## config.mk

```make
export PLATFORM = sky130hd
export DESIGN_NAME = ptr_aperture_xlate
export DESIGN_NICKNAME = d
export VERILOG_FILES = /design/src/rtl/ptr_ap_pkg.sv /design/src/rtl/ap_mode_dec.sv /design/src/rtl/ap_window.sv /design/src/rtl/ptr_aperture_xlate.sv
export SDC_FILE = /design/constraint.sdc
export NUM_CORES = 1
export LEC_CHECK = 0
export BUFFER_PORTS_ARGS = -buffer_cell sky130_fd_sc_hd__buf_2
export CORE_MARGIN = 4
export CORE_UTILIZATION = 55
export CTS_CLUSTER_DIAMETER = 100
export DETAILED_ROUTE_END_ITERATION = 10
export MAX_ROUTING_LAYER = met4
export PLACE_DENSITY = 0.95
export REMOVE_ABC_BUFFERS = 1
export SLEW_MARGIN = 20
export SYNTH_ARGS = -nofsm -noshare
export SYNTH_HDL_FRONTEND = slang
export SYNTH_SLANG_ARGS = --single-unit
```

## constraint.sdc

```tcl
create_clock -name clk -period 1.4 [get_ports clk]
set_input_delay 0.28 -clock clk [delete_from_list [all_inputs] [get_ports clk]]
set_output_delay 0.28 -clock clk [all_outputs]
set_load 0.05 [all_outputs]
```

## src/rtl/ptr_ap_pkg.sv

```systemverilog
package ptr_ap_pkg;
  typedef enum logic [1:0] {
    MODE_GVM64 = 2'd0,
    MODE_SYS64 = 2'd1,
    MODE_SYS32 = 2'd2
  } ap_mode_e;
endpackage

```

## src/rtl/ap_mode_dec.sv

```systemverilog
module ap_mode_dec
  import ptr_ap_pkg::*;
(
  input  logic     draw,
  input  logic     compute_atc,
  input  logic     ptr32,
  output ap_mode_e mode,
  output logic     dflt_sel
);
  always_comb begin
    if (draw || !compute_atc) mode = MODE_GVM64;  // ptr32 ignored here
    else if (ptr32)           mode = MODE_SYS32;
    else                      mode = MODE_SYS64;
    dflt_sel = (mode != MODE_GVM64);
  end
endmodule

```

## src/rtl/ap_window.sv

```systemverilog
module ap_window #(
  parameter int PW   = 64,
  parameter int GRAN = 16,
  localparam int HW  = PW - GRAN
) (
  input  logic [PW-1:0] addr,
  input  logic [HW-1:0] base_hi,
  input  logic [HW-1:0] limit_hi,
  output logic [PW-1:0] lo_bound,
  output logic          hit
);
  logic [PW-1:0] hi_bound;
  always_comb begin
    lo_bound = {base_hi, {GRAN{1'b0}}};
    hi_bound = {limit_hi, {GRAN{1'b1}}};
    hit      = (addr >= lo_bound) && (addr <= hi_bound);
  end
endmodule

```

## src/rtl/ptr_aperture_xlate.sv

```systemverilog
module ptr_aperture_xlate
  import ptr_ap_pkg::*;
#(
  parameter int PW      = 64,
  parameter int OUT_W   = 48,
  parameter int GRAN    = 16,
  parameter int SPAN_W  = 40,
  parameter int NARROW  = 32,
  parameter int MT_W    = 3,
  localparam int HW     = PW - GRAN
) (
  input  logic             clk,
  input  logic             rst_n,
  input  logic             in_valid,
  input  logic [PW-1:0]    in_ptr,
  input  logic             in_draw,
  input  logic             cfg_compute_atc,
  input  logic             cfg_ptr32,
  input  logic [HW-1:0]    cfg_vm_base_hi,
  input  logic [HW-1:0]    cfg_vm_limit_hi,
  input  logic [HW-1:0]    cfg_spare_base_hi,
  input  logic [HW-1:0]    cfg_spare_limit_hi,
  input  logic [MT_W-1:0]  cfg_spare_mtype,
  input  logic [MT_W-1:0]  cfg_dflt_mtype,
  output logic             out_valid,
  output logic             out_sel,
  output logic [OUT_W-1:0] out_addr,
  output logic [MT_W-1:0]  out_mtype,
  output logic             out_fault
);
  localparam int TOP_W = PW - OUT_W + 1;  // bits that must agree for canonical

  ap_mode_e      mode;
  logic          dflt_sel;
  logic [PW-1:0] eff_ptr;
  logic [PW-1:0] vm_lo, sp_lo, offset;
  logic          vm_hit, sp_hit_raw;
  logic [TOP_W-1:0] top_bits;
  logic          canonical;

  logic             sel_d, fault_d;
  logic [OUT_W-1:0] addr_d;
  logic [MT_W-1:0]  mtype_d;

  ap_mode_dec u_mode (
    .draw(in_draw), .compute_atc(cfg_compute_atc), .ptr32(cfg_ptr32),
    .mode(mode), .dflt_sel(dflt_sel)
  );

  always_comb begin
    if (mode == MODE_SYS32) eff_ptr = {{(PW-NARROW){1'b0}}, in_ptr[NARROW-1:0]};
    else                    eff_ptr = in_ptr;
  end

  ap_window #(.PW(PW), .GRAN(GRAN)) u_vm_win (
    .addr(eff_ptr), .base_hi(cfg_vm_base_hi), .limit_hi(cfg_vm_limit_hi),
    .lo_bound(vm_lo), .hit(vm_hit)
  );

  ap_window #(.PW(PW), .GRAN(GRAN)) u_sp_win (
    .addr(eff_ptr), .base_hi(cfg_spare_base_hi), .limit_hi(cfg_spare_limit_hi),
    .lo_bound(sp_lo), .hit(sp_hit_raw)
  );

  // next-state logic
  always_comb begin
    top_bits  = eff_ptr[PW-1:OUT_W-1];
    canonical = (&top_bits) || !(|top_bits);
    offset    = eff_ptr - vm_lo;
    mtype_d   = (sp_hit_raw && (mode != MODE_SYS32)) ? cfg_spare_mtype : cfg_dflt_mtype;
    if (vm_hit) begin
      sel_d   = 1'b0;
      addr_d  = offset[OUT_W-1:0];
      fault_d = |offset[PW-1:SPAN_W];
    end else if (!canonical) begin
      sel_d   = dflt_sel;
      addr_d  = '0;
      fault_d = 1'b1;
    end else begin
      sel_d   = dflt_sel;
      addr_d  = eff_ptr[OUT_W-1:0];
      fault_d = 1'b0;
    end
  end

  // registers
  always_ff @(posedge clk or negedge rst_n) begin
    if (!rst_n) out_valid <= 1'b0;
    else        out_valid <= in_valid;
  end

  always_ff @(posedge clk or negedge rst_n) begin
    if (!rst_n) begin
      out_sel   <= 1'b0;
      out_addr  <= '0;
      out_mtype <= '0;
      out_fault <= 1'b0;
    end else if (in_valid) begin
      out_sel   <= sel_d;
      out_addr  <= addr_d;
      out_mtype <= mtype_d;
      out_fault <= fault_d;
    end
  end

  logic unused_ok;
  assign unused_ok = ^sp_lo;
endmodule

```

==> results by stage, run 1 <==
Synth:
- Summing the areas of all and, or, nand and nor instances in the mapped netlist gives 23.69% of the synthesized area.
- The synthesized netlist devotes 28.27% of its cell area to compound gates.
- The number of enable flip-flop cells after synthesis is 0.
- The share of synthesized area spent on multiplexers is 0.8899%.
- Averaged over all synthesized cells, the footprint is 7.068 sq um.
- Synthesis inferred 54 register bits.
- After synthesis the cells add up to 10550 sq um.
- The sequential area share after synthesis is 12.81%.
- Yosys printed 0 warnings.
- The largest family of logic cells by synthesized area is compound AO/OA/AOI/OAI gates.
- The post-synthesis share of cell area spent on full adders, half adders and majority gates is 20.53%.
- After synthesis, the share of flip-flops with an asynchronous set or reset is 100.0%.
- The cell accounting for the most synthesized area is sky130_fd_sc_hd__ha_1.
- Yosys mapped the design onto 93 distinct sky130hd cell types.
- Synthesis produced a netlist whose cell count is 1492.
- The primary flip-flop cell chosen by synthesis mapping is sky130_fd_sc_hd__dfrtp_1.
- The post-synthesis xor/xnor area fraction is 3.156%.
- Of the post-synthesis cell area, the dominant cell type holds 20.05%.
- Ranked by total cell area, the synthesized netlist is headed by sky130_fd_sc_hd__ha_1 (20%), sky130_fd_sc_hd__dfrtp_1 (13%), sky130_fd_sc_hd__inv_1 (7.9%).

Floorplan:
- The die boundary height is 146.5 um.
- The initial core utilization is 56.19%.
- In this run the count of I/O pins placed on the die edge is 322.
- The die is 146.5 um wide.
- The row count is 50.

Global routing:
- The largest net degree at the start of global routing is 92.
- The global router's overall resource usage is 55.47%.
- The first-pass GRT wire length is 92020 um.
- The number of global-route vias before repair is 17490.
- The final global-route overflow total is 32.

CTS:
- The tree is rooted in a sky130_fd_sc_hd__clkbuf_16.
- The number of CTS-inserted buffers is 5.
- The H-tree was split into 2 levels.
- The tree built by TritonCTS fans out to 54 sinks.
- The clock passes through at most 2 buffers.

Place:
- Detailed placement finished with a half-perimeter wire length of 40860 um.
- Routability-driven placement finished with a final weighted congestion of 1.168.
- In this run the cell area measured after placement is 14880 sq um.
- In this run the tool buffered the top-level ports with 321 buffer cells.

Run status:
- The terminating stage of the flow is global routing (5_1_grt).
- The first error in the log reads "[ERROR GRT-0116] Global routing finished with congestion. Check the congestion regions in the DRC Viewer".
- The flow did not finish.
-- layer usage --
layer,track usage (%),GRT overflow
met1,50.40,0
met2,79.86,19
met3,30.60,0
met4,56.11,13
met5,-,-
-- kinds of logic after synthesis --
group,Yosys count
muxes,9
and+or+nand+nor,488
DFF,54
xor gates and xnor gates,38
AOI/OAI and AO/OA,449
adders and majority gates,173
buffers and inverters,281
-- metrics by stage --
step           util [%]  worst slack [ns]  std cells  setup TNS [ns]
2_1_floorplan         -            -3.904       1434         -193.58
3_3_place_gp      79.27            -2.489       2340         -126.05
3_5_place_dp      79.27            -2.669       2340         -134.08
4_1_cts           83.05            -2.029       2363         -101.21
-- timing repair --
| item | in CTS |
|---|---|
| hold buffers | 1 |
| setup buffers | 11 |
| endpoints found under the setup margin | 53 |
| endpoints found under the hold margin | 54 |
| pin swaps | 23 |
| cloned | 3 |
| resized for setup | 95 |
-- cell usage after synthesis (16+ instances only) --
cell and n:
sky130_fd_sc_hd__nand4_1 41, sky130_fd_sc_hd__inv_1 223, sky130_fd_sc_hd__dfrtp_1 54, sky130_fd_sc_hd__nand3_1 33, sky130_fd_sc_hd__buf_2 16, sky130_fd_sc_hd__nand2b_1 19
sky130_fd_sc_hd__nand2_1 119, sky130_fd_sc_hd__o21ai_0 77, sky130_fd_sc_hd__o21a_1 16, sky130_fd_sc_hd__clkbuf_1 32, sky130_fd_sc_hd__and2_1 27, sky130_fd_sc_hd__nor2_1 126
sky130_fd_sc_hd__nor4_1 18, sky130_fd_sc_hd__xnor2_1 25, sky130_fd_sc_hd__ha_1 169, sky130_fd_sc_hd__nor2b_1 21, sky130_fd_sc_hd__a21o_1 43, sky130_fd_sc_hd__a31oi_1 23
sky130_fd_sc_hd__a21oi_1 147
==> run 2: changes to the inputs <==
--- a/config.mk
+++ b/config.mk
@@ -7,11 +7,9 @@
 export LEC_CHECK = 0
 export BUFFER_PORTS_ARGS = -buffer_cell sky130_fd_sc_hd__buf_2
 export CORE_MARGIN = 4
-export CORE_UTILIZATION = 55
-export CTS_CLUSTER_DIAMETER = 100
+export CORE_UTILIZATION = 40
 export DETAILED_ROUTE_END_ITERATION = 10
-export MAX_ROUTING_LAYER = met4
-export PLACE_DENSITY = 0.95
+export PLACE_DENSITY_LB_ADDON = 0.15
 export REMOVE_ABC_BUFFERS = 1
 export SLEW_MARGIN = 20
 export SYNTH_ARGS = -nofsm -noshare
==> run 2 against run 1 <==
Compared with the run above:
- the flow now finishes, with violations (setup timing)
- synthesized area stayed put
- synthesized cell count stayed put
==> results by stage, run 2 <==
Timing:
- The part of the cycle the worst path needs is 251.2%.
- The highest clock frequency the design can meet is 0.2843 GHz.
- The total count of hold-check failures in the final report is 0.
- Setup repair after global routing could not meet its margin everywhere.
- The least setup slack across all paths after layout is -2.117 ns.
- The clock arrives with 0 ns of skew.
- The post-route minimum period is 3.517 ns.
- The total of endpoints with negative setup slack in the final report is 53.
- The final max-slew violation count was 0.
- The post-route worst hold slack is 0.2595 ns.
- For the pin with the worst max-slew slack, the measured transition is 0.7552 ns.
- The headroom to the max-slew limit is 49.66%.

Global routing:
- The number of antenna violations at the first check in global routing is 9.
- The largest net degree at the start of global routing is 71.
- The first-pass GRT wire length is 68450 um.
- In the global route stage, overall resource usage came out at 29.31%.
- After global routing the overflow that remains totals 0.
- The number of global-route vias before repair is 13420.

CTS:
- The clock root buffer is sky130_fd_sc_hd__clkbuf_16 (unchanged).
- The number of buffers on the longest clock path is 2 (unchanged).
- The maximum level of the CTS H-tree is 2 (unchanged).
- The CTS clock-pin slew for the worst setup and hold paths is 0.07 ns.
- The number of sinks driven by the clock tree is 54 (unchanged).
- The clock tree from TritonCTS is done.
- The number of CTS-inserted buffers came to 5 (unchanged).
- The clock latency reported for the late side of the worst-skew pair is 0.29 ns.

Setup path:
- On the worst path, the slowest cell contributes a delay of 0.42 ns.
- The signal on the critical path passes through buf_6 -> nand3b_1 -> buf_6 -> buf_12 -> and2_4 -> buf_6 -> ha_4 -> buf_4 -> a211oi_1 -> o21ai_0 -> o211ai_1 -> a21oi_1 -> or3b_4 -> o21a_4 -> a21oi_4 -> buf_8 -> buf_8 -> clkbuf_16 -> nand2_4 -> a31oi_1.
- Tracing the worst setup path back leads to its startpoint at in_draw.
- For the worst flop-to-flop path, the logic depth is 1.
- Counting both buffers and inverters, the worst setup path holds a total of 8.
- The sort of element at the end of the critical path is a flip-flop.
- Data on the critical path is required at its endpoint by 1.61 ns.
- In this design, the largest share of critical-path delay is due to compound AO/OA/AOI/OAI gates.
- In this run the worst path has a maximum fanout of 8.
- The critical path is of the input port to flip-flop type.
- The slowest stage of the critical path belongs to the cell sky130_fd_sc_hd__or3b_4.
- The data arrival time of the critical path is 3.73 ns.
- In this run the critical register-to-register path is captured at out_addr[43]$_DFFE_PN0P_.
- The most frequent cell on the critical path is sky130_fd_sc_hd__buf_6.
- The startpoint type of the worst setup path is an input port.
- The startpoint of the lowest-slack register-to-register path is out_addr[43]$_DFFE_PN0P_.
- The internal reg-to-reg setup slack is 0.63 ns.

Final layout:
- The total of fill cells in the finished design is 2301.
- The ratio of cells with drive above 1 in the final layout is 44.12%.
- In the layout the commonest cells are sky130_fd_sc_hd__buf_4 (398), sky130_fd_sc_hd__buf_2 (320), sky130_fd_sc_hd__inv_1 (222).
- Ranked by flip-flop count, first place goes to out_addr.
- With fillers left out, the area of the finished cells amounts to 17240 sq um.
- The number of flip-flops in the largest register is 48.
- The largest registers in the layout are out_addr x48, out_mtype x3.
- The number of nets in the layout is 2631.
- The relative area change from synthesis to final layout is 63.44%.
- The number of cells in the finished layout apart from fillers is 2533.
- The leading cell type in the layout, fill and taps excluded is sky130_fd_sc_hd__buf_4.

Synth:
- The sequential area share after synthesis is 12.81% (unchanged).
- The share of flip-flops with an asynchronous set or reset after synthesis was 100.0% (unchanged).
- The cell accounting for the most synthesized area is sky130_fd_sc_hd__ha_1 (unchanged).
- Ranking of synthesized cells by instance count: sky130_fd_sc_hd__inv_1 (223), sky130_fd_sc_hd__ha_1 (169), sky130_fd_sc_hd__a21oi_1 (147) (unchanged).
- The mean cell area of the mapped netlist is 7.068 sq um (unchanged).
- The number of synthesized register bits is 54 (unchanged).
- The area share of the largest cell type after synthesis came to 20.05% (unchanged).
- The count of warnings emitted by yosys was 0 (unchanged).
- The number of enable flip-flop cells after synthesis is 0 (unchanged).
- The primary flip-flop cell chosen by synthesis mapping is sky130_fd_sc_hd__dfrtp_1 (unchanged).
- The number of standard cells after synthesis is 1492 (unchanged).
- The area of the mapped netlist is 10550 sq um (unchanged).
- Synth top area cells: sky130_fd_sc_hd__ha_1 (20%), sky130_fd_sc_hd__dfrtp_1 (13%), sky130_fd_sc_hd__inv_1 (7.9%) (unchanged).
- The number of distinct library cell variants in the gate-level netlist after synthesis is 93 (unchanged).
- The most used standard cell by instance count after synthesis is sky130_fd_sc_hd__inv_1 (unchanged).

Place:
- The post-placement cell area is 15320 sq um (was 14880 sq um).
- The instance count after placement with tap cells included is 2481 (was 2340).
- The placer's final routability congestion estimate is 0.9933 (was 1.168).
- The total of buffers placed on input and output ports was 321 (unchanged).
- The half-perimeter wire length after detailed placement is 37500 um (was 40860 um).

Detailed routing:
- The routed design has 46440 um of wire.
- The number of vias per cell after detailed routing is 5.493.
- The count of vias placed by the detailed router is 13920.
- In this run, the number of DRC markers left after iteration 0 of detailed routing was 865.
- The post-detailed-route DRC marker count is 0.
- The iteration count of the initial detailed-routing pass is 9.
- After detailed routing, the average wire length per cell comes to 18.33 um.
- The count of nets left with antenna violations once routing finished came out at 0.

Floorplan:
- In this run the standard cell core region covers 25980 sq um.
- The die boundary height came to 170.4 um (was 146.5 um).
- The floorplan step defined a die boundary enclosing 29020 sq um.
- The I/O pin count is 322 (unchanged).
- The row count is 59 (was 50).
- The initial core utilization is 40.58% (was 56.19%).
- The die outline width is 170.4 um (was 146.5 um).

Job:
- The count of max-cap constraint violations is 0.

Pwr:
- In this run the static leakage power is 8.958 nW.
- Power spread over the standard cell area amounts to 621.2 nW/um^2.
- The completed layout was analyzed and its total power is 0.01071 W.
- The worst-case IR drop observed on VDD is 567.3 uV.

Run status:
- The checks that failed: setup timing.
- Result of the run: complete, but fails checks (was stopped before the end).

Min path:
- For hold timing, the worst endpoint is out_mtype[1]$_DFFE_PN0P_.
- The instance count along the most critical hold path is 3.
- In this run the most critical hold path is launched from cfg_spare_mtype[1].
- The worst hold path belongs to the class input port to flip-flop.
==> run 2: through the flow <==
| step | setup WS (ns) | utilization [%] | setup TNS, ns |
|---|---|---|---|
| 5_1_grt | -2.272 | 66.33 | -115.70 |
| 4_1_cts | -2.081 | 62.23 | -104.66 |
| 2_1_floorplan | -3.904 | - | -193.58 |
| 3_5_place_dp | -2.512 | 58.94 | -127.70 |
| 3_3_place_gp | -2.470 | 58.94 | -126.82 |
| 6_report | -2.117 | 66.33 | -108.20 |
==> run 2: kinds of logic after synthesis <==
group                    synth area share [%]
AND/OR/NAND/NOR                         23.69
flip-flops                              12.81
XOR/XNOR                                3.156
multiplexers                           0.8899
buffers and inverters                   10.64
AO/OA/AOI/OAI                           28.27
adder cells (fa/ha/maj)                 20.53
==> run 2: where the power goes <==
| group | internal, W | switching [W] |
|---|---|---|
| registers | 0.00175 | 0.000108 |
| logic | 0.00336 | 0.00405 |
| clock network | 0.000846 | 0.000592 |
| total | 0.00596 | 0.00475 |
==> run 2: how the worst max path moves through the flow <==
stage | to | slack [ns] | cells after the start
5_1_grt | out_fault$_DFFE_PN0P_ | -2.27 | 17
6_report | out_addr[21]$_DFFE_PN0P_ | -2.12 | 20
3_3_place_gp | out_fault$_DFFE_PN0P_ | -2.47 | 16
4_1_cts | out_fault$_DFFE_PN0P_ | -2.08 | 17
3_5_place_dp | out_mtype[0]$_DFFE_PN0P_ | -2.51 | 17
2_1_floorplan | out_fault$_DFFE_PN0P_ | -3.90 | 12
==> run 2: timing repair <==
action | CTS | global route
hold endpoints to repair | 14 | 0
pin swaps | 16 | 95
setup buffers | 11 | 21
cloned | 6 | 5
gates resized for setup | 93 | 183
hold buffers | 1 | 0
setup endpoints to repair | 53 | 53
==> run 2: cell type report <==
type                       count  area, sq um  area share, %
tap                          335        419.2          2.432
sequential                    54         1351          7.840
timing repair buffer         752         5192          30.13
antenna                        4        10.01        0.05808
multi-input combinational   1157         9259          53.72
clock buffer                   6        128.9         0.7477
inverter                     223        837.1          4.857
clock inverter                 2        37.54         0.2178
==> run 2: metal layers <==
layer	GRT usage, %	wire, um
met1	35.50	18400
met2	53.83	23510
met3	3.856	3035
met4	8.785	1442
met5	0	50
No activity file was read; power rests on OpenSTA's default activity.
==> run 3: changes to the inputs <==
--- a/config.mk
+++ b/config.mk
@@ -9,7 +9,7 @@
 export CORE_MARGIN = 4
 export CORE_UTILIZATION = 40
 export DETAILED_ROUTE_END_ITERATION = 10
-export PLACE_DENSITY_LB_ADDON = 0.15
+export PLACE_DENSITY = 0.75
 export REMOVE_ABC_BUFFERS = 1
 export SLEW_MARGIN = 20
 export SYNTH_ARGS = -nofsm -noshare
==> run 3 against run 2 <==
Compared with the run above:
- the flow still finishes with violations (setup timing)
- sequential share of layout area shrank 0.12 points
- cell area grew 1.5%
- clock power shrank 7%
- worst setup slack lost 0.038 ns
- critical endpoint is now out_addr[15]$_DFFE_PN0P_
- largest cell class unchanged
- highest routed layer unchanged
==> results by stage, run 3 (synthesis gave the netlist of run 2 again) <==
Detailed routing:
- The per-cell routed wire length came to 19.47 um (was 18.33 um).
- The count of vias placed by the detailed router is 14240 (was 13920).
- The number of violations reported at the end of detailed-routing iteration 0 is 1087 (was 865).
- The post-detailed-route DRC marker count is 0 (unchanged).
- The count of nets left with antenna violations after detail routing is 0 (unchanged).
- The number of vias per cell after detailed routing came to 5.613 (was 5.493).
- The iteration count of the initial detailed-routing pass is 5 (was 9).
- The aggregate routed wire length is 49390 um (was 46440 um).

Timing:
- The least setup slack across all paths after layout is -2.155 ns (was -2.117 ns).
- The final max-slew violation count is 0 (unchanged).
- RSZ-0062 raised after global routing: yes (unchanged).
- The highest clock frequency the design can meet is 0.2813 GHz (was 0.2843 GHz).
- The total count of hold-check failures in the final report is 0 (unchanged).
- The part of the cycle the worst path needs is 254.0% (was 251.2%).
- The headroom to the max-slew limit came to 36.82% (was 49.66%).
- The post-route minimum period is 3.555 ns (was 3.517 ns).
- The slew of the pin with the lowest slew margin is 0.9477 ns (was 0.7552 ns).
- The total of endpoints with negative setup slack in the final report is 53 (unchanged).
- The post-route worst hold slack is 0.2357 ns (was 0.2595 ns).
- The setup clock skew after layout was 0 ns (unchanged).

CTS:
- The clock latency reported for the late side of the worst-skew pair is 0.31 ns (was 0.29 ns).
- The CTS clock-pin slew for the worst setup and hold paths is 0.08 ns (was 0.07 ns).
- The number of CTS-inserted buffers came to 5 (unchanged).
- The clock tree from TritonCTS is done (unchanged).
- The number of buffers on the longest clock path was 2 (unchanged).
- The number of sinks driven by the clock tree was 54 (unchanged).
- The maximum level of the CTS H-tree is 2 (unchanged).
- The clock root buffer is sky130_fd_sc_hd__clkbuf_16 (unchanged).

Min path:
- The instance count along the most critical hold path is 3 (unchanged).
- The launch point of the worst hold path is in_ptr[13] (was cfg_spare_mtype[1]).
- The end point of the most critical hold path is out_addr[13]$_DFFE_PN0P_ (was out_mtype[1]$_DFFE_PN0P_).
- The class of the most critical hold timing path is input port to flip-flop (unchanged).

Final layout:
- The largest register by flop count is out_addr (unchanged).
- The ratio of cells with drive above 1 in the final layout is 44.80% (was 44.12%).
- Highest-count cells in the layout ignoring fill and taps: sky130_fd_sc_hd__buf_4 (382), sky130_fd_sc_hd__buf_2 (320), sky130_fd_sc_hd__inv_1 (220) (was sky130_fd_sc_hd__buf_4 (398), sky130_fd_sc_hd__buf_2 (320), sky130_fd_sc_hd__inv_1 (222)).
- The number of nets in the layout is 2631 (unchanged).
- The number of cells in the finished layout apart from fillers is 2537 (was 2533).
- Leading registers by flop count: out_addr x48, out_mtype x3 (unchanged).
- The total of fill cells in the finished design is 2142 (was 2301).
- The relative area change from synthesis to final layout came to 65.95% (was 63.44%).
- The leading cell type in the layout, fill and taps excluded is sky130_fd_sc_hd__buf_4 (unchanged).
- The utilization after layout came to 67.34% (was 66.33%).
- The number of flip-flops in the largest register is 48 (unchanged).

Pwr:
- The total power per unit cell area came to 618.1 nW/um^2 (was 621.2 nW/um^2).
- The reported leakage power is 8.987 nW (was 8.958 nW).
- The maximum vdd ir drop is 766.9 uV (was 567.3 uV).

Place:
- The worst-case setup slack after placement was -2.788 ns (was -2.512 ns).
- The half-perimeter wire length after detailed placement is 39350 um (was 37500 um).
- The total of buffers placed on input and output ports came to 321 (unchanged).
- The placer's final routability congestion estimate came to 1.020 (was 0.9933).
- The instance count after placement with tap cells included is 2464 (was 2481).

Global routing:
- The global router's overall resource usage is 31.84% (was 29.31%).
- The final global-route overflow total is 0 (unchanged).
- The number of global-route vias before repair is 14590 (was 13420).
- The number of antenna violations at the first check in global routing is 13 (was 9).
- The largest net degree at the start of global routing is 92 (was 71).
- The first-pass GRT wire length is 73840 um (was 68450 um).

Setup path:
- The sort of element at the end of the critical path is a flip-flop (unchanged).
- The startpoint type of the worst setup path is an input port (unchanged).
- The endpoint of the most critical register-to-register path was out_addr[43]$_DFFE_PN0P_ (unchanged).
- The startpoint of the lowest-slack register-to-register path was out_addr[43]$_DFFE_PN0P_ (unchanged).
- The required time reported for the critical path endpoint is 1.56 ns (was 1.61 ns).
- The maximum fanout along the worst path came to 8 (unchanged).
- The internal reg-to-reg setup slack is 0.62 ns (was 0.63 ns).
- The start-to-end type of the worst setup path is input port to flip-flop (unchanged).
- The data arrival time of the critical path is 3.71 ns (was 3.73 ns).
- The critical path launch point is in_draw (unchanged).
- The depth of the most critical reg-to-reg path is 1 (unchanged).

Job:
- The count of max-cap constraint violations was 0 (unchanged).

Floorplan:
- The initial core utilization was 40.58% (unchanged).
- The die outline width is 170.4 um (unchanged).
- The I/O pin count was 322 (unchanged).
- The row count is 59 (unchanged).
- The die footprint is 29020 sq um (unchanged).
- The area of the core is 25980 sq um (unchanged).
- The die boundary height came to 170.4 um (unchanged).

Run status:
- Violations in the final reports: setup timing (unchanged).
- Result of the run: complete, but fails checks (unchanged).
[run 3: worst max-delay path, cell delays in order]
cell and delay, ns:
sky130_fd_sc_hd__buf_6 0.09, sky130_fd_sc_hd__nand3b_1 0.15, sky130_fd_sc_hd__buf_6 0.17, sky130_fd_sc_hd__buf_6 0.14
sky130_fd_sc_hd__buf_16 0.14, sky130_fd_sc_hd__and2_4 0.15, sky130_fd_sc_hd__ha_4 0.16, sky130_fd_sc_hd__o21ai_2 0.19
sky130_fd_sc_hd__o21ai_0 0.15, sky130_fd_sc_hd__a31o_2 0.30, sky130_fd_sc_hd__a32oi_4 0.29, sky130_fd_sc_hd__buf_6 0.16
sky130_fd_sc_hd__nor2_1 0.06, sky130_fd_sc_hd__o31ai_4 0.28, sky130_fd_sc_hd__a21oi_4 0.09, sky130_fd_sc_hd__buf_12 0.15
sky130_fd_sc_hd__buf_12 0.12, sky130_fd_sc_hd__buf_4 0.12, sky130_fd_sc_hd__o21a_4 0.22, sky130_fd_sc_hd__buf_12 0.15
sky130_fd_sc_hd__nand2_2 0.05, sky130_fd_sc_hd__o21ai_1 0.06
[run 3: area by class of cell]
| type | instances | area [sq um] | share of cell area, % |
|---|---|---|---|
| multi-input cells | 1157 | 9412 | 53.78 |
| repair buffers | 752 | 5304 | 30.31 |
| flip-flops and latches | 54 | 1351 | 7.722 |
| inverters | 223 | 839.6 | 4.798 |
| well taps | 335 | 419.2 | 2.395 |
| clock buffers | 5 | 125.1 | 0.7150 |
| clock inverters | 3 | 28.78 | 0.1645 |
| diodes | 8 | 20.02 | 0.1144 |
[run 3: worst max path at each step]
stage | endpoint | slack (ns) | depth (start not counted)
4_1_cts | out_mtype[0]$_DFFE_PN0P_ | -2.02 | 17
6_report | out_addr[15]$_DFFE_PN0P_ | -2.16 | 22
2_1_floorplan | out_fault$_DFFE_PN0P_ | -3.90 | 12
5_1_grt | out_addr[3]$_DFFE_PN0P_ | -2.26 | 22
3_3_place_gp | out_fault$_DFFE_PN0P_ | -2.71 | 16
3_5_place_dp | out_fault$_DFFE_PN0P_ | -2.79 | 16
[run 3: report_power, final]
group / internal [W] / leakage [nW] / switching, W / total [W]
registers: 0.00175 / 0.671 / 0.000119 / 0.00187
logic: 0.00346 / 8.24 / 0.00415 / 0.00760
clock network: 0.000685 / 0.0760 / 0.000659 / 0.00134
[run 3: stage by stage]
step                      total power, W  cell area (sq um)  setup TNS [ns]
final                            0.01082              17500         -109.16
after CTS                        0.01040              17000         -100.67
after detailed placement        0.008112              15230         -135.42
after global routing             0.01144              17490         -116.04
after global placement          0.007998              15230         -132.92
after floorplan                 0.005190              10260         -193.58
[run 3: routing by layer]
metal | GRT usage [%] | routed length (um) | share of wire [%]
met5 | 0 | 82 | 0.17
met4 | 19.10 | 3321 | 6.7
met3 | 5.226 | 3719 | 7.5
met2 | 56.41 | 23740 | 48
met1 | 35.73 | 18530 | 38
[run 3: timing repair]
| action | 4_1_cts | 5_1_grt |
|---|---|---|
| pin swaps | 97 | 40 |
| buffers inserted | 35 | 15 |
| setup endpoints to repair | 53 | 53 |
| hold buffers | 1 | 0 |
| cloned | 10 | 0 |
| hold endpoints to repair | 10 | 0 |
| gates resized for setup | 246 | 75 |
==> run 4: changes to the inputs <==
--- a/config.mk
+++ b/config.mk
@@ -5,6 +5,7 @@
 export SDC_FILE = /design/constraint.sdc
 export NUM_CORES = 1
 export LEC_CHECK = 0
+export ABC_AREA = 1
 export BUFFER_PORTS_ARGS = -buffer_cell sky130_fd_sc_hd__buf_2
 export CORE_MARGIN = 4
 export CORE_UTILIZATION = 40
==> constraint.sdc (replaced) <==
create_clock -name clk -period 3.4 [get_ports clk]
set_input_delay 0.68 -clock clk [delete_from_list [all_inputs] [get_ports clk]]
set_output_delay 0.68 -clock clk [all_outputs]
set_load 0.05 [all_outputs]
==> run 4 against run 3 <==
Compared with the run above:
- the flow now finishes without violations
- sequential cell count is the same
- sequential share of layout area increased by 1.2 points
- non-clock buffer count decreased by 188
- routed wire length shrank 15%
- clock skew unchanged
- hold slack improved by 0.14 ns
- critical path depth fell by 2
- worst setup slack better by 2.2 ns
- die area increased by 0.32%
- total power down 64%
- largest power group unchanged
- clock power is 59% lower
- core utilization shrank 9.4 points
- critical path type unchanged
==> results by stage, run 4 <==
CTS:
- The number of CTS-inserted buffers was 5 (unchanged).
- The maximum level of the CTS H-tree is 2 (unchanged).
- The clock tree from TritonCTS is done (unchanged).
- The CTS clock-pin slew for the worst setup and hold paths is 0.08 ns (about the same).
- The number of buffers on the longest clock path is 2 (unchanged).
- The total of hold buffers inserted after clock tree synthesis is 0 (was 1).
- The number of sinks driven by the clock tree is 54 (unchanged).
- The clock latency reported for the late side of the worst-skew pair is 0.31 ns (about the same).
- The clock root buffer is sky130_fd_sc_hd__clkbuf_16 (unchanged).

Global routing:
- The final global-route overflow total was 0 (unchanged).
- The number of global-route vias before repair is 12400 (was 14590).
- The first-pass GRT wire length came to 61490 um (was 73840 um).
- The global router's overall resource usage came to 26.21% (was 31.84%).
- The largest net degree at the start of global routing is 36 (was 92).
- The number of antenna violations at the first check in global routing is 2 (was 13).

Detailed routing:
- The count of vias placed by the detailed router came to 13320 (was 14240).
- The number of violations reported at the end of detailed-routing iteration 0 is 1036 (was 1087).
- The per-cell routed wire length is 15.78 um (was 19.47 um).
- The post-detailed-route DRC marker count was 0 (unchanged).
- The iteration count of the initial detailed-routing pass was 5 (unchanged).
- The aggregate routed wire length is 41940 um (was 49390 um).
- The number of vias per cell after detailed routing is 5.010 (was 5.613).
- The count of nets left with antenna violations after detail routing is 0 (unchanged).

Setup path:
- The critical path launch point was in_draw (unchanged).
- The maximum single-stage delay on the critical path is 0.31 ns (was 0.30 ns).
- The required time reported for the critical path endpoint is 3.59 ns (was 1.56 ns).
- The data arrival time of the critical path is 3.55 ns (was 3.71 ns).
- The start-to-end type of the worst setup path is input port to flip-flop (unchanged).
- The startpoint type of the worst setup path was an input port (unchanged).
- The master of the slowest instance on the critical path is sky130_fd_sc_hd__nor4_2 (was sky130_fd_sc_hd__a31o_2).
- The kind of cell with the highest combined delay on the critical path was simple AND/OR/NAND/NOR gates (was compound AO/OA/AOI/OAI gates).
- The sort of element at the end of the critical path is a flip-flop (unchanged).
- Crit path cell chain: buf_6 -> inv_4 -> nand3_4 -> buf_12 -> nand2_4 -> inv_4 -> buf_6 -> ha_4 -> nand2_2 -> nor2_2 -> nand4_1 -> nor4_2 -> buf_4 -> and3_4 -> nand4_1 -> nand4_1 -> buf_4 -> nand4_1 -> nand3_1 -> nand2_1 (was buf_6 -> nand3b_1 -> buf_6 -> buf_6 -> buf_16 -> and2_4 -> ha_4 -> o21ai_2 -> o21ai_0 -> a31o_2 -> a32oi_4 -> buf_6 -> nor2_1 -> o31ai_4 -> a21oi_4 -> buf_12 -> buf_12 -> buf_4 -> o21a_4 -> buf_12 -> nand2_2 -> o21ai_1).
- The maximum fanout along the worst path was 8 (unchanged).
- The startpoint of the lowest-slack register-to-register path is out_addr[28]$_DFFE_PN0P_ (was out_addr[43]$_DFFE_PN0P_).
- The most frequent cell on the critical path is sky130_fd_sc_hd__nand4_1 (was sky130_fd_sc_hd__buf_6).
- The worst path buffer plus inverter count was 7 (was 9).

Final layout:
- The ratio of cells with drive above 1 in the final layout was 32.07% (was 44.80%).
- The total area of multi-input combinational cells is 8053 sq um (was 9412 sq um).
- The number of flip-flops in the largest register came to 48 (unchanged).
- The leading cell type in the layout, fill and taps excluded was sky130_fd_sc_hd__nand2_1 (was sky130_fd_sc_hd__buf_4).
- The number of inserted diodes was 0 (was 8).
- The largest register by flop count was out_addr (unchanged).
- The relative area change from synthesis to final layout is 42.81% (was 65.95%).
- The total of fill cells in the finished design is 2555 (was 2142).
- Leading registers by flop count: out_addr x48, out_mtype x3 (unchanged).
- The final design area excluding fillers is 15110 sq um (was 17500 sq um).
- The sequential standard cell area is 1351 sq um (unchanged).
- The number of nets in the layout is 2760 (was 2631).
- Highest-count cells in the layout ignoring fill and taps: sky130_fd_sc_hd__nand2_1 (478), sky130_fd_sc_hd__inv_1 (377), sky130_fd_sc_hd__buf_2 (320) (was sky130_fd_sc_hd__buf_4 (382), sky130_fd_sc_hd__buf_2 (320), sky130_fd_sc_hd__inv_1 (220)).

Synth:
- The number of standard cells after synthesis is 1772 (was 1492).
- The primary flip-flop cell chosen by synthesis mapping is sky130_fd_sc_hd__dfrtp_1 (unchanged).
- The sequential area share after synthesis is 12.77% (was 12.81%).
- The cell accounting for the most synthesized area is sky130_fd_sc_hd__ha_1 (unchanged).
- The number of enable flip-flop cells after synthesis is 0 (unchanged).
- The area share of the largest cell type after synthesis is 19.99% (was 20.05%).
- The area of the mapped netlist came to 10580 sq um (was 10550 sq um).
- The most used standard cell by instance count after synthesis was sky130_fd_sc_hd__nand2_1 (was sky130_fd_sc_hd__inv_1).
- The post-synthesis share of cell area spent on full adders, half adders and majority gates is 20.18% (was 20.53%).
- The share of flip-flops with an asynchronous set or reset after synthesis is 100.0% (unchanged).
- Synth top area cells: sky130_fd_sc_hd__ha_1 (20%), sky130_fd_sc_hd__nand2_1 (18%), sky130_fd_sc_hd__inv_1 (14%) (was sky130_fd_sc_hd__ha_1 (20%), sky130_fd_sc_hd__dfrtp_1 (13%), sky130_fd_sc_hd__inv_1 (7.9%)).
- Ranking of synthesized cells by instance count: sky130_fd_sc_hd__nand2_1 (504), sky130_fd_sc_hd__inv_1 (391), sky130_fd_sc_hd__ha_1 (169) (was sky130_fd_sc_hd__inv_1 (223), sky130_fd_sc_hd__ha_1 (169), sky130_fd_sc_hd__a21oi_1 (147)).
- The largest family of logic cells by synthesized area is simple AND/OR/NAND/NOR gates (was compound AO/OA/AOI/OAI gates).
- The mean cell area of the mapped netlist is 5.971 sq um (was 7.068 sq um).
- The number of distinct library cell variants in the gate-level netlist after synthesis is 49 (was 93).
- The count of warnings emitted by yosys is 0 (unchanged).
- The share of synthesized area spent on multiplexers is 0% (was 0.8899%).
- The number of synthesized register bits is 54 (unchanged).
- The compound-gate portion of the synthesized area was 12.39% (was 28.27%).
- The post-synthesis xor/xnor area fraction was 2.483% (was 3.156%).
- The simple logic cell fraction of the synthesized area is 36.40% (was 23.69%).

Timing:
- Derived from the worst setup path, the maximum achievable clock frequency is 0.2971 GHz.
- The total count of hold-check failures in the final report is 0 (unchanged).
- The slew of the pin with the lowest slew margin is 0.6848 ns (was 0.9477 ns).
- The setup TNS after final layout is 0 ns (was -109.16 ns).
- The post-route minimum period is 3.365 ns.
- The post-route worst hold slack is 0.3725 ns (was 0.2357 ns).
- The headroom to the max-slew limit came to 53.93% (was 36.82%).
- The final max-slew violation count came to 0 (unchanged).
- The least setup slack across all paths after layout is 0.03451 ns (was -2.155 ns).
- The total of endpoints with negative setup slack in the final report is 0 (was 53).
- The part of the cycle the worst path needs is 98.98%.
- The setup clock skew after layout is 0 ns (unchanged).

Floorplan:
- The I/O pin count is 322 (unchanged).
- The die outline width is 170.6 um (was 170.4 um).
- The die footprint is 29120 sq um (was 29020 sq um).
- The row count is 59 (unchanged).
- The die boundary height was 170.6 um (was 170.4 um).
- The area of the core is 26060 sq um (was 25980 sq um).
- The initial core utilization is 40.60% (was 40.58%).

Place:
- The worst-case setup slack after placement came to -0.3713 ns (was -2.788 ns).
- The half-perimeter wire length after detailed placement was 35800 um (was 39350 um).
- The total of buffers placed on input and output ports came to 321 (unchanged).
- The post-placement cell area is 14180 sq um (was 15230 sq um).
- The placer's final routability congestion estimate is 0.9946 (was 1.020).

Pwr:
- The total power per unit cell area is 255.1 nW/um^2 (was 618.1 nW/um^2).
- The reported leakage power came to 9.195 nW (was 8.987 nW).
- The maximum vdd ir drop is 439.1 uV (was 766.9 uV).

Job:
- The count of max-cap constraint violations is 0 (unchanged).

Min path:
- The class of the most critical hold timing path is input port to asynchronous set/reset pin (was input port to flip-flop).

Run status:
- Result of the run: complete, no violations (was complete, but fails checks).
[run 4: worst paths after layout]
| path | endpoint | slack, ns | cells after the start |
|---|---|---|---|
| worst min-delay path | out_addr[20]$_DFFE_PN0P_ | 0.37 | 1 |
| worst max register to register | out_addr[28]$_DFFE_PN0P_ | 2.71 | 2 |
| min in group clk | out_addr[33]$_DFFE_PN0P_ | 0.49 | 2 |
| max in group asynchronous | out_addr[4]$_DFFE_PN0P_ | 2.19 | 2 |
| worst min register to register | out_addr[33]$_DFFE_PN0P_ | 0.49 | 2 |
| worst max-delay path | out_mtype[0]$_DFFE_PN0P_ | 0.03 | 20 |
[run 4: metrics by stage]
stage          util, %  std cells  power [W]
6_report         57.98       2658   0.003855
5_1_grt          57.98       2658   0.004141
4_1_cts          55.04       2640   0.003668
3_5_place_dp     54.40       2632   0.003117
3_3_place_gp     54.40       2632   0.003081
2_1_floorplan        -       1750   0.002111
[run 4: cell type report]
type                            count  share of cell area, %
Sequential cell                    54                  8.943
Clock buffer                        5                 0.8281
Multi-Input combinational cell   1296                  53.30
Timing Repair Buffer              564                  23.92
Clock inverter                      3                 0.1905
Tap cell                          335                  2.774
Inverter                          401                  10.04
[run 4: layer usage]
metal  global-route usage, %  part of all wire (%)
met1                   36.24                    44
met2                   43.79                    45
met3                   3.535                   8.7
met4                   5.521                   1.8
met5                       0                 0.076
[run 4: worst register-to-register path, cell delays in order, from the launching register on]
cell and delay, ns:
sky130_fd_sc_hd__dfrtp_1 0.43, sky130_fd_sc_hd__nand2_1 0.10, sky130_fd_sc_hd__nand2_1 0.06
[run 4: power by group]
group          internal (W)  switching [W]
registers          0.000717      0.0000458
logic               0.00102        0.00153
clock network      0.000282       0.000264
total               0.00201        0.00184
[run 4: logic make-up (layout without fill, tap and decap cells)]
logic type | after synthesis | after routing
simple gates | 855 | 856
compound gates | 240 | 240
fa+ha+maj | 170 | 170
buf+inv | 423 | 973
xor+xnor | 30 | 30
flops | 54 | 54
[run 4: timing repair]
action	CTS	global route
pin swaps	0	34
endpoints found under the setup margin	3	53
cloned	0	7
resized for setup	2	135
buffers inserted	0	11
endpoints found under the hold margin	0	0
